$ cat config.mk
export PLATFORM = sky130hd
export DESIGN_NAME = dpc_arbiter
export DESIGN_NICKNAME = d
export VERILOG_FILES = /design/src/rtl/dpc_pkg.sv /design/src/rtl/dpc_port_track.sv /design/src/rtl/dpc_decide.sv /design/src/rtl/dpc_strobe_gate.sv /design/src/rtl/dpc_arbiter.sv
export SDC_FILE = /design/constraint.sdc
export NUM_CORES = 1
export LEC_CHECK = 0
export CAP_MARGIN = 10
export CELL_PAD_IN_SITES_DETAIL_PLACEMENT = 1
export CELL_PAD_IN_SITES_GLOBAL_PLACEMENT = 2
export CORE_UTILIZATION = 31
export CTS_BUF_LIST = sky130_fd_sc_hd__clkbuf_4 sky130_fd_sc_hd__clkbuf_8
export CTS_CLUSTER_SIZE = 30
export DETAILED_ROUTE_END_ITERATION = 16
export MAX_ROUTING_LAYER = met4
export PLACE_DENSITY = 0.82
export SLEW_MARGIN = 0
export SYNTH_ARGS = -nofsm -noshare
export SYNTH_HDL_FRONTEND = slang
export SYNTH_SLANG_ARGS = --single-unit
$ cat constraint.sdc
create_clock -name clk -period 3.2 [get_ports clk]
set_input_delay 0.64 -clock clk [delete_from_list [all_inputs] [get_ports clk]]
set_output_delay 0.64 -clock clk [all_outputs]
set_load 0.02 [all_outputs]
$ cat src/rtl/dpc_pkg.sv
package dpc_pkg;

  typedef enum logic [1:0] {
    OWN_NONE  = 2'd0,
    OWN_LEFT  = 2'd1,
    OWN_RIGHT = 2'd2
  } owner_t;

  typedef struct packed {
    logic active;   // enable asserted this cycle
    logic settled;  // same enabled address as at the previous edge
  } port_view_t;

endpackage

$ cat src/rtl/dpc_port_track.sv
module dpc_port_track #(
  parameter int ADDR_W = 13
) (
  input  logic                 clk,
  input  logic                 rst,
  input  logic                 en_n,
  input  logic [ADDR_W-1:0]    addr,
  output dpc_pkg::port_view_t  view
);

  logic              prev_act_q;
  logic [ADDR_W-1:0] prev_addr_q;

  always_ff @(posedge clk) begin
    if (rst) begin
      prev_act_q  <= 1'b0;
      prev_addr_q <= '0;
    end else begin
      prev_act_q  <= ~en_n;
      prev_addr_q <= addr;
    end
  end

  always_comb begin
    view.active  = ~en_n;
    view.settled = ~en_n & prev_act_q & (prev_addr_q == addr);
  end

endmodule

$ cat src/rtl/dpc_decide.sv
module dpc_decide #(
  parameter int ADDR_W = 13
) (
  input  dpc_pkg::port_view_t l_view,
  input  dpc_pkg::port_view_t r_view,
  input  logic [ADDR_W-1:0]   l_addr,
  input  logic [ADDR_W-1:0]   r_addr,
  input  dpc_pkg::owner_t     owner_q,
  output dpc_pkg::owner_t     owner_d
);
  import dpc_pkg::*;

  logic same_word;
  logic keep_winner;

  always_comb begin
    same_word   = l_view.active & r_view.active & (l_addr == r_addr);
    keep_winner = (owner_q != OWN_NONE) & l_view.settled & r_view.settled;
    if (!same_word) begin
      owner_d = OWN_NONE;
    end else if (keep_winner) begin
      owner_d = owner_q;
    end else if (r_view.settled && !l_view.settled) begin
      owner_d = OWN_RIGHT;
    end else begin
      // left settled first, or a tie in the same cycle: left wins
      owner_d = OWN_LEFT;
    end
  end

endmodule

$ cat src/rtl/dpc_strobe_gate.sv
module dpc_strobe_gate #(
  parameter int LANES = 2
) (
  input  logic             clk,
  input  logic             rst,
  input  logic             en_n,
  input  logic             wr_n,
  input  logic             oe_n,
  input  logic [LANES-1:0] lane_n,
  input  logic             inhibit,
  output logic [LANES-1:0] we_n,
  output logic             rd_n
);

  logic write_ok;

  always_comb write_ok = ~en_n & ~wr_n & ~inhibit;

  for (genvar g = 0; g < LANES; g++) begin : g_lane
    always_ff @(posedge clk) begin
      if (rst) we_n[g] <= 1'b1;
      else     we_n[g] <= ~(write_ok & ~lane_n[g]);
    end
  end

  always_ff @(posedge clk) begin
    if (rst) rd_n <= 1'b1;
    else     rd_n <= en_n | oe_n | ~wr_n;
  end

endmodule

$ cat src/rtl/dpc_arbiter.sv
module dpc_arbiter #(
  parameter int ADDR_W = 13,
  parameter int LANES  = 2
) (
  input  logic              clk,
  input  logic              rst,
  input  logic              master_mode,
  input  logic              l_en_n,
  input  logic              l_wr_n,
  input  logic              l_oe_n,
  input  logic [ADDR_W-1:0] l_addr,
  input  logic [LANES-1:0]  l_lane_n,
  input  logic              l_busy_in_n,
  input  logic              r_en_n,
  input  logic              r_wr_n,
  input  logic              r_oe_n,
  input  logic [ADDR_W-1:0] r_addr,
  input  logic [LANES-1:0]  r_lane_n,
  input  logic              r_busy_in_n,
  output logic              l_busy_n,
  output logic              r_busy_n,
  output logic [LANES-1:0]  l_we_n,
  output logic [LANES-1:0]  r_we_n,
  output logic              l_rd_n,
  output logic              r_rd_n
);
  import dpc_pkg::*;

  port_view_t l_view, r_view;
  owner_t     owner_q, owner_d;
  logic       l_lose, r_lose;
  logic       l_block, r_block;

  dpc_port_track #(.ADDR_W(ADDR_W)) u_trk_l (
    .clk(clk), .rst(rst), .en_n(l_en_n), .addr(l_addr), .view(l_view)
  );

  dpc_port_track #(.ADDR_W(ADDR_W)) u_trk_r (
    .clk(clk), .rst(rst), .en_n(r_en_n), .addr(r_addr), .view(r_view)
  );

  dpc_decide #(.ADDR_W(ADDR_W)) u_decide (
    .l_view(l_view), .r_view(r_view),
    .l_addr(l_addr), .r_addr(r_addr),
    .owner_q(owner_q), .owner_d(owner_d)
  );

  always_ff @(posedge clk) begin
    if (rst) owner_q <= OWN_NONE;
    else     owner_q <= owner_d;
  end

  always_comb begin
    l_lose  = master_mode & (owner_d == OWN_RIGHT);
    r_lose  = master_mode & (owner_d == OWN_LEFT);
    l_block = master_mode ? l_lose : ~l_busy_in_n;
    r_block = master_mode ? r_lose : ~r_busy_in_n;
  end

  always_ff @(posedge clk) begin
    if (rst) begin
      l_busy_n <= 1'b1;
      r_busy_n <= 1'b1;
    end else begin
      l_busy_n <= ~l_lose;
      r_busy_n <= ~r_lose;
    end
  end

  dpc_strobe_gate #(.LANES(LANES)) u_gate_l (
    .clk(clk), .rst(rst), .en_n(l_en_n), .wr_n(l_wr_n), .oe_n(l_oe_n),
    .lane_n(l_lane_n), .inhibit(l_block), .we_n(l_we_n), .rd_n(l_rd_n)
  );

  dpc_strobe_gate #(.LANES(LANES)) u_gate_r (
    .clk(clk), .rst(rst), .en_n(r_en_n), .wr_n(r_wr_n), .oe_n(r_oe_n),
    .lane_n(r_lane_n), .inhibit(r_block), .we_n(r_we_n), .rd_n(r_rd_n)
  );

endmodule

---- Yosys cells after proc, flatten, opt, wreduce, memory -nomap -nowiden ----
Cells that the tools add are included.
word-level totals
  flip-flop bits (word level) ............. 38
  bits in latches ......................... 0
  memory bits (writable) .................. 0
  bits in read-only memories .............. 0
  input port bits ......................... 41
  output and inout bits ................... 8
  memories kept ........................... 0
operators by class
  add/subtract/negate cells ............... 0
  multipliers ............................. 0
  divide/modulo/power cells ............... 0
  order comparisons ....................... 0
  equal/unequal tests ..................... 5
  shifts and indexed selects .............. 0
  muxes and demuxes ....................... 5
  bitwise operators ....................... 40
  reduce and logical (&&, ||, !) cells .... 3
operators with widths
  kind                number
  $eq 13x13->1        3
  $and 1x1->1         18
  $not 1->1           18
  $mux 2              3
  $or 1x1->1          4
  $eq 2x1->1 const B  1
  $eq 2x2->1 const B  1
  $mux 1              2
  $reduce_bool 2->1   1
  $logic_and 1x1->1   1
  $logic_not 1->1     1

---- Logic depth before layout (Yosys ltp) ----
  depth after elaboration ................. 15
  depth in mapped cells ................... 5
  depth with buffers taken out ............ 5

---- Hierarchy ----
Synthesis repeated with hierarchy kept, for this count alone.
unflattened totals
  cell total of the unflattened synthesis .. 145
  area, all modules ....................... 1547.7 µm²
modules (own cells, without submodules)
  module           instances  cells each  area each (µm²)  sequential area each (µm²)
  dpc_port_track   2          48          526.8            280.3
  dpc_decide       1          23          178.9            0.0
  dpc_strobe_gate  2          7           88.8             60.1
  dpc_arbiter      1          12          137.6            80.1

---- Least setup slack after synthesis ----
Ideal clock, no wire load.
  path kind ............................... in2reg
  from .................................... input port l_addr[12]
  to ...................................... register u_gate_l.we_n[0]
  arrival time ............................ 1739 ps
  setup slack ............................. 1336 ps
  stages on the path ...................... 5
  path buffers ............................ 0
  path through ............................ xor2_1 > nor4_2 > nand4_1 > o21ba_1 > a2111o_1
between the ends
  cells in the longest elaborated chain, start to end .. 14
ends and longest elaborated chain
  what                            line                   source
  start: declaration              dpc_arbiter.sv:11      input logic [ADDR_W-1:0] l_addr,
  $eq 13x13->1                    dpc_port_track.sv:26   view.settled = ~en_n & prev_act_q & (prev_addr_q == addr);
  $and 1x1->1                     dpc_port_track.sv:26
  $logic_not 1->1                 dpc_decide.sv:23       end else if (r_view.settled && !l_view.settled) begin
  $logic_and 1x1->1               dpc_decide.sv:23
  $mux 2                          dpc_decide.sv:23
  $mux 2                          dpc_decide.sv:21       end else if (keep_winner) begin
  $mux 2 *                        dpc_decide.sv:19       if (!same_word) begin
  $eq 2x2->1 *                    dpc_arbiter.sv:54      l_lose = master_mode & (owner_d == OWN_RIGHT);
  $and 1x1->1 *                   dpc_arbiter.sv:54
  $mux 1 *                        dpc_arbiter.sv:56      l_block = master_mode ? l_lose : ~l_busy_in_n;
  $not 1->1 *                     dpc_strobe_gate.sv:17  always_comb write_ok = ~en_n & ~wr_n & ~inhibit;
  $and 1x1->1 *                   dpc_strobe_gate.sv:17
  $and 1x1->1 *                   dpc_strobe_gate.sv:22  else we_n[g] <= ~(write_ok & ~lane_n[g]);
  $not 1->1 *                     dpc_strobe_gate.sv:22
  end signal: indexed assignment  dpc_strobe_gate.sv:22
  end: declaration                dpc_strobe_gate.sv:11  output logic [LANES-1:0] we_n,
Mark *: on every way between the ends. The rest lies on a longest branch, timed or not.
A chain may end at the register's enable or synchronous reset.

---- Final worst setup path ----
  from .................................... input port r_addr[3]
  to ...................................... register u_gate_r.we_n[0]
between the ends
  cells in the longest elaborated chain, start to end .. 13
ends and longest elaborated chain
  what                            line                   source
  start: declaration              dpc_arbiter.sv:17      input logic [ADDR_W-1:0] r_addr,
  $eq 13x13->1                    dpc_port_track.sv:26
  $and 1x1->1                     dpc_port_track.sv:26
  $logic_and 1x1->1               dpc_decide.sv:23
  $mux 2                          dpc_decide.sv:23
  $mux 2                          dpc_decide.sv:21
  $mux 2 *                        dpc_decide.sv:19
  $eq 2x1->1 *                    dpc_arbiter.sv:55      r_lose = master_mode & (owner_d == OWN_LEFT);
  $and 1x1->1 *                   dpc_arbiter.sv:55
  $mux 1 *                        dpc_arbiter.sv:57      r_block = master_mode ? r_lose : ~r_busy_in_n;
  $not 1->1 *                     dpc_strobe_gate.sv:17
  $and 1x1->1 *                   dpc_strobe_gate.sv:17
  $and 1x1->1 *                   dpc_strobe_gate.sv:22
  $not 1->1 *                     dpc_strobe_gate.sv:22
  end signal: indexed assignment  dpc_strobe_gate.sv:22
  end: declaration                dpc_strobe_gate.sv:11
Marked as above.

==> metrics.md <==
| Metric | Value |
|---|---|
| Status | finished clean |
| Slew Limit Fails | 0 |
| Top FF cell, synth | dfxtp_1 |
| Critical hold path startpoint | owner_q[1]$_SDFF_PP0_ |
| Synth cell count leaders | 38 x dfxtp_1, 27 x xor2_1, 25 x nor2b_1 |
| Die ar. | 0.00535 sq mm |
| Pleak | 0.846 nW |
| # Post-CTS Setup Buffers | 0 |
| Internal cell power | 0.761 mW |
| Mapped Area | 0.00157 sq mm |
| Top-count cell post-synth | dfxtp_1 |
| Worst-Margin Slew | 0.503 ns |
| Die Height | 73.1 um |
| HPWL Detailed | 2.98 mm |
| GPL Wtd Cong | 0.748 |
| Max Freq | 386 MHz |
| Port Buffers | 48 |
| Synth area leaders | dfxtp_1 49%, xor2_1 15%, nor2b_1 10% |
| Synth-to-Final Area Change | 41.8% |
| Endpoints failing setup | 0 |
| Clock buffer depth | 2 |
| Routed WL per cell | 13.7 um |
| Hold depth | 2 |
| Mapped Cells | 144 |
| Antenna diode count | 0 |
| Reg2reg path depth | 5 |
| Initial core utilization | 32.8% |
| Vias in the first global route | 1277 |
| Unrepaired setup endpoints after global routing | false |
| CTS clk-pin slew, worst paths | 0.06 ns |
| Setup CP Type | primary input to flip-flop |
| Final worst path period need | 2.59 ns |
| Clock latency on the worst-skew pair | 0.28 ns |
| Number of antenna-violating nets in the routed design | 0 |
| Combinational share of power | 14.8% |
| Ys Warns | 0 |
| Reg2reg end | u_gate_r.we_n[0]$_SDFF_PP1_ |
| Clk root buf | clkbuf_8 |
| Vias | 1190 |
| Num CTS Buffers | 5 |
| Largest net degree at the start of global routing | 29 |
| Yosys reg bits | 38 |
| M3 GR Usage | 4.28% |
| Final setup TNS | 0 ns |
| Crit Path Max Fanout | 3 |
| Slew margin rel. | 66.2% |
| Synthesized area per cell | 10.9 sq um |
| H-tree depth | 2 |
| Clk_skew | 0.00860 ns |
| FP Rows | 25 |
| CTS tree | done |
| Async SR Flop Fraction | 0% |
| Post-route clock period utilization | 80.9% |
| Post-synthesis cell type count | 26 |
| Router iterations before antenna repair | 4 |
| Fin util | 46.5% |
| Fin. Hold Viols | 0 |
| CP arrival | 2.75 ns |
| Share of layout cells above drive strength 1 | 8.08% |
| Gr busiest metal | met2 |
| Avg Vias per Cell | 4.49 |
| Drt total wl | 3.64 mm |
| Cell accounting for the most synthesized area | dfxtp_1 |
| EDFF count, synth | 0 |
| CTS Hold Bufs | 0 |
| Power per cell area | 443 mW/mm^2 |
| Post-synthesis sequential area ratio | 48.5% |
| DRT iter0 DRCs | 30 |
| Syn_nets | 185 |
| Hold Path Class | flip-flop to flip-flop |
| I/O pin cnt | 49 |
| Startpoint types | primary input |
| Die width | 73.1 um |
| Maximum vdd ir drop | 213 uV |
| Met2 usage | 25.5% |
| First-pass GRT wire length | 5.95 mm |
| Worst hold path endpoint | r_busy_n$_SDFF_PP1_ |
| Hold slack | 0.593 ns |
| Design Power | 0.985 mW |
| Switching Fraction | 22.8% |
| R2R setup slack | 1.24 ns |
| Seq pwr share | 50.9% |
| Met1 Use GR | 18.2% |
| GR Util All Layers | 15.3% |
| CORE AREA | 0.00479 sq mm |
| Cts repair resizes | 0 |
| Clock power share | 34.3% |
| Reg2Reg Launch Point | u_trk_r.prev_addr_q[11]$_SDFF_PP0_ |
| Sw Pwr | 0.225 mW |
| CP Capture Type | flip-flop |
| Fin nets | 238 |
| Remaining DRCs | 0 |
| Max Cap Violations | 0 |
| WP data required | 3.36 ns |
| Overflow after GRT | 0 |
| Initial antenna violation count | 0 |
| Top cell type's share of synthesized area | 48.5% |
| CTS Sinks | 38 |
layer usage:
| metal | vias to the layer above | wire length, um |
|---|---|---|
| met5 | - | 0 |
| met4 | 0 | 28 |
| met3 | 5 | 146 |
| met2 | 23 | 1940 |
| met1 | 571 | 1530 |
| li1 | 591 | - |
cells by family after synthesis:
logic type,share of synthesized area (%)
AOI/OAI and AO/OA,6.14
xor gates and xnor gates,21.8
buffers and inverters,0.957
DFF,48.5
and+or+nand+nor,22.6
per-stage QoR:
stage / setup slack (ns) / std cells / instance area (sq um)
2_1_floorplan: 1.34 / 144 / 1570
3_3_place_gp: 0.452 / 257 / 2130
3_5_place_dp: 0.339 / 257 / 2130
4_1_cts: 0.630 / 265 / 2220
5_1_grt: 0.587 / 265 / 2220
6_report: 0.610 / 265 / 2220
critical path: stages:
cell,delay (ns)
clkdlybuf4s50_1,0.51
xor2_1,0.20
nor4_1,0.49
nand4_1,0.24
o21bai_1,0.27
a2111o_1,0.39
layout by cell type (no fill, tap or decap), drive strengths merged, types with 2 or more instances in the layout:
| cell type | n |
|---|---|
| nor2 | 3 |
| clkdlybuf4s50 | 48 |
| clkbuf | 7 |
| xor2 | 27 |
| o21bai | 2 |
| dfxtp | 38 |
| nor2b | 27 |
| nor4 | 7 |
| xnor2 | 12 |
| nand4 | 5 |
| nand3b | 2 |
| a2111o | 4 |
| nor3b | 2 |
layout make-up:
| cell class | instances | area, sq um |
|---|---|---|
| fillers | 529 | 2560 |
| multi-input cells | 102 | 792 |
| flip-flops and latches | 38 | 761 |
| repair buffers | 49 | 488 |
| clock buffers | 7 | 90.1 |
| well taps | 67 | 83.8 |
| clock inverters | 1 | 5.00 |
| inverters | 1 | 3.75 |
power by group through the flow:
| stage | clock (mW) | combinational (mW) | sequential (mW) |
|---|---|---|---|
| 2_1_floorplan | 0 | 0.0631 | 0.513 |
| 3_3_place_gp | 0 | 0.145 | 0.512 |
| 3_5_place_dp | 0 | 0.148 | 0.513 |
| 4_1_cts | 0.349 | 0.149 | 0.502 |
| 5_1_grt | 0.376 | 0.159 | 0.503 |
| 6_report | 0.338 | 0.146 | 0.502 |
sequential cells by signal (all words and copies together), names as in the netlist:
name	flops
owner_q	2
u_trk_r.prev_addr_q	13
u_gate_r.we_n	2
u_gate_l.rd_n	1
u_trk_l.prev_act_q	1
u_gate_l.we_n	2
u_trk_l.prev_addr_q	13
r_busy_n	1
u_trk_r.prev_act_q	1
u_gate_r.rd_n	1
l_busy_n	1
worst max path at each step:
| stage | start | endpoint | slack, ns | cells after the start |
|---|---|---|---|---|
| after floorplan | l_addr[12] | u_gate_l.we_n[0]$_SDFF_PP1_ | 1.34 | 5 |
| after global placement | r_addr[3] | u_gate_r.we_n[0]$_SDFF_PP1_ | 0.45 | 6 |
| after detailed placement | r_addr[3] | u_gate_r.we_n[0]$_SDFF_PP1_ | 0.34 | 6 |
| after CTS | r_addr[3] | u_gate_r.we_n[0]$_SDFF_PP1_ | 0.63 | 6 |
| after global routing | r_addr[3] | u_gate_r.we_n[0]$_SDFF_PP1_ | 0.59 | 6 |
| final | r_addr[3] | u_gate_r.we_n[0]$_SDFF_PP1_ | 0.61 | 6 |
No activity file was read; power rests on OpenSTA's default activity.
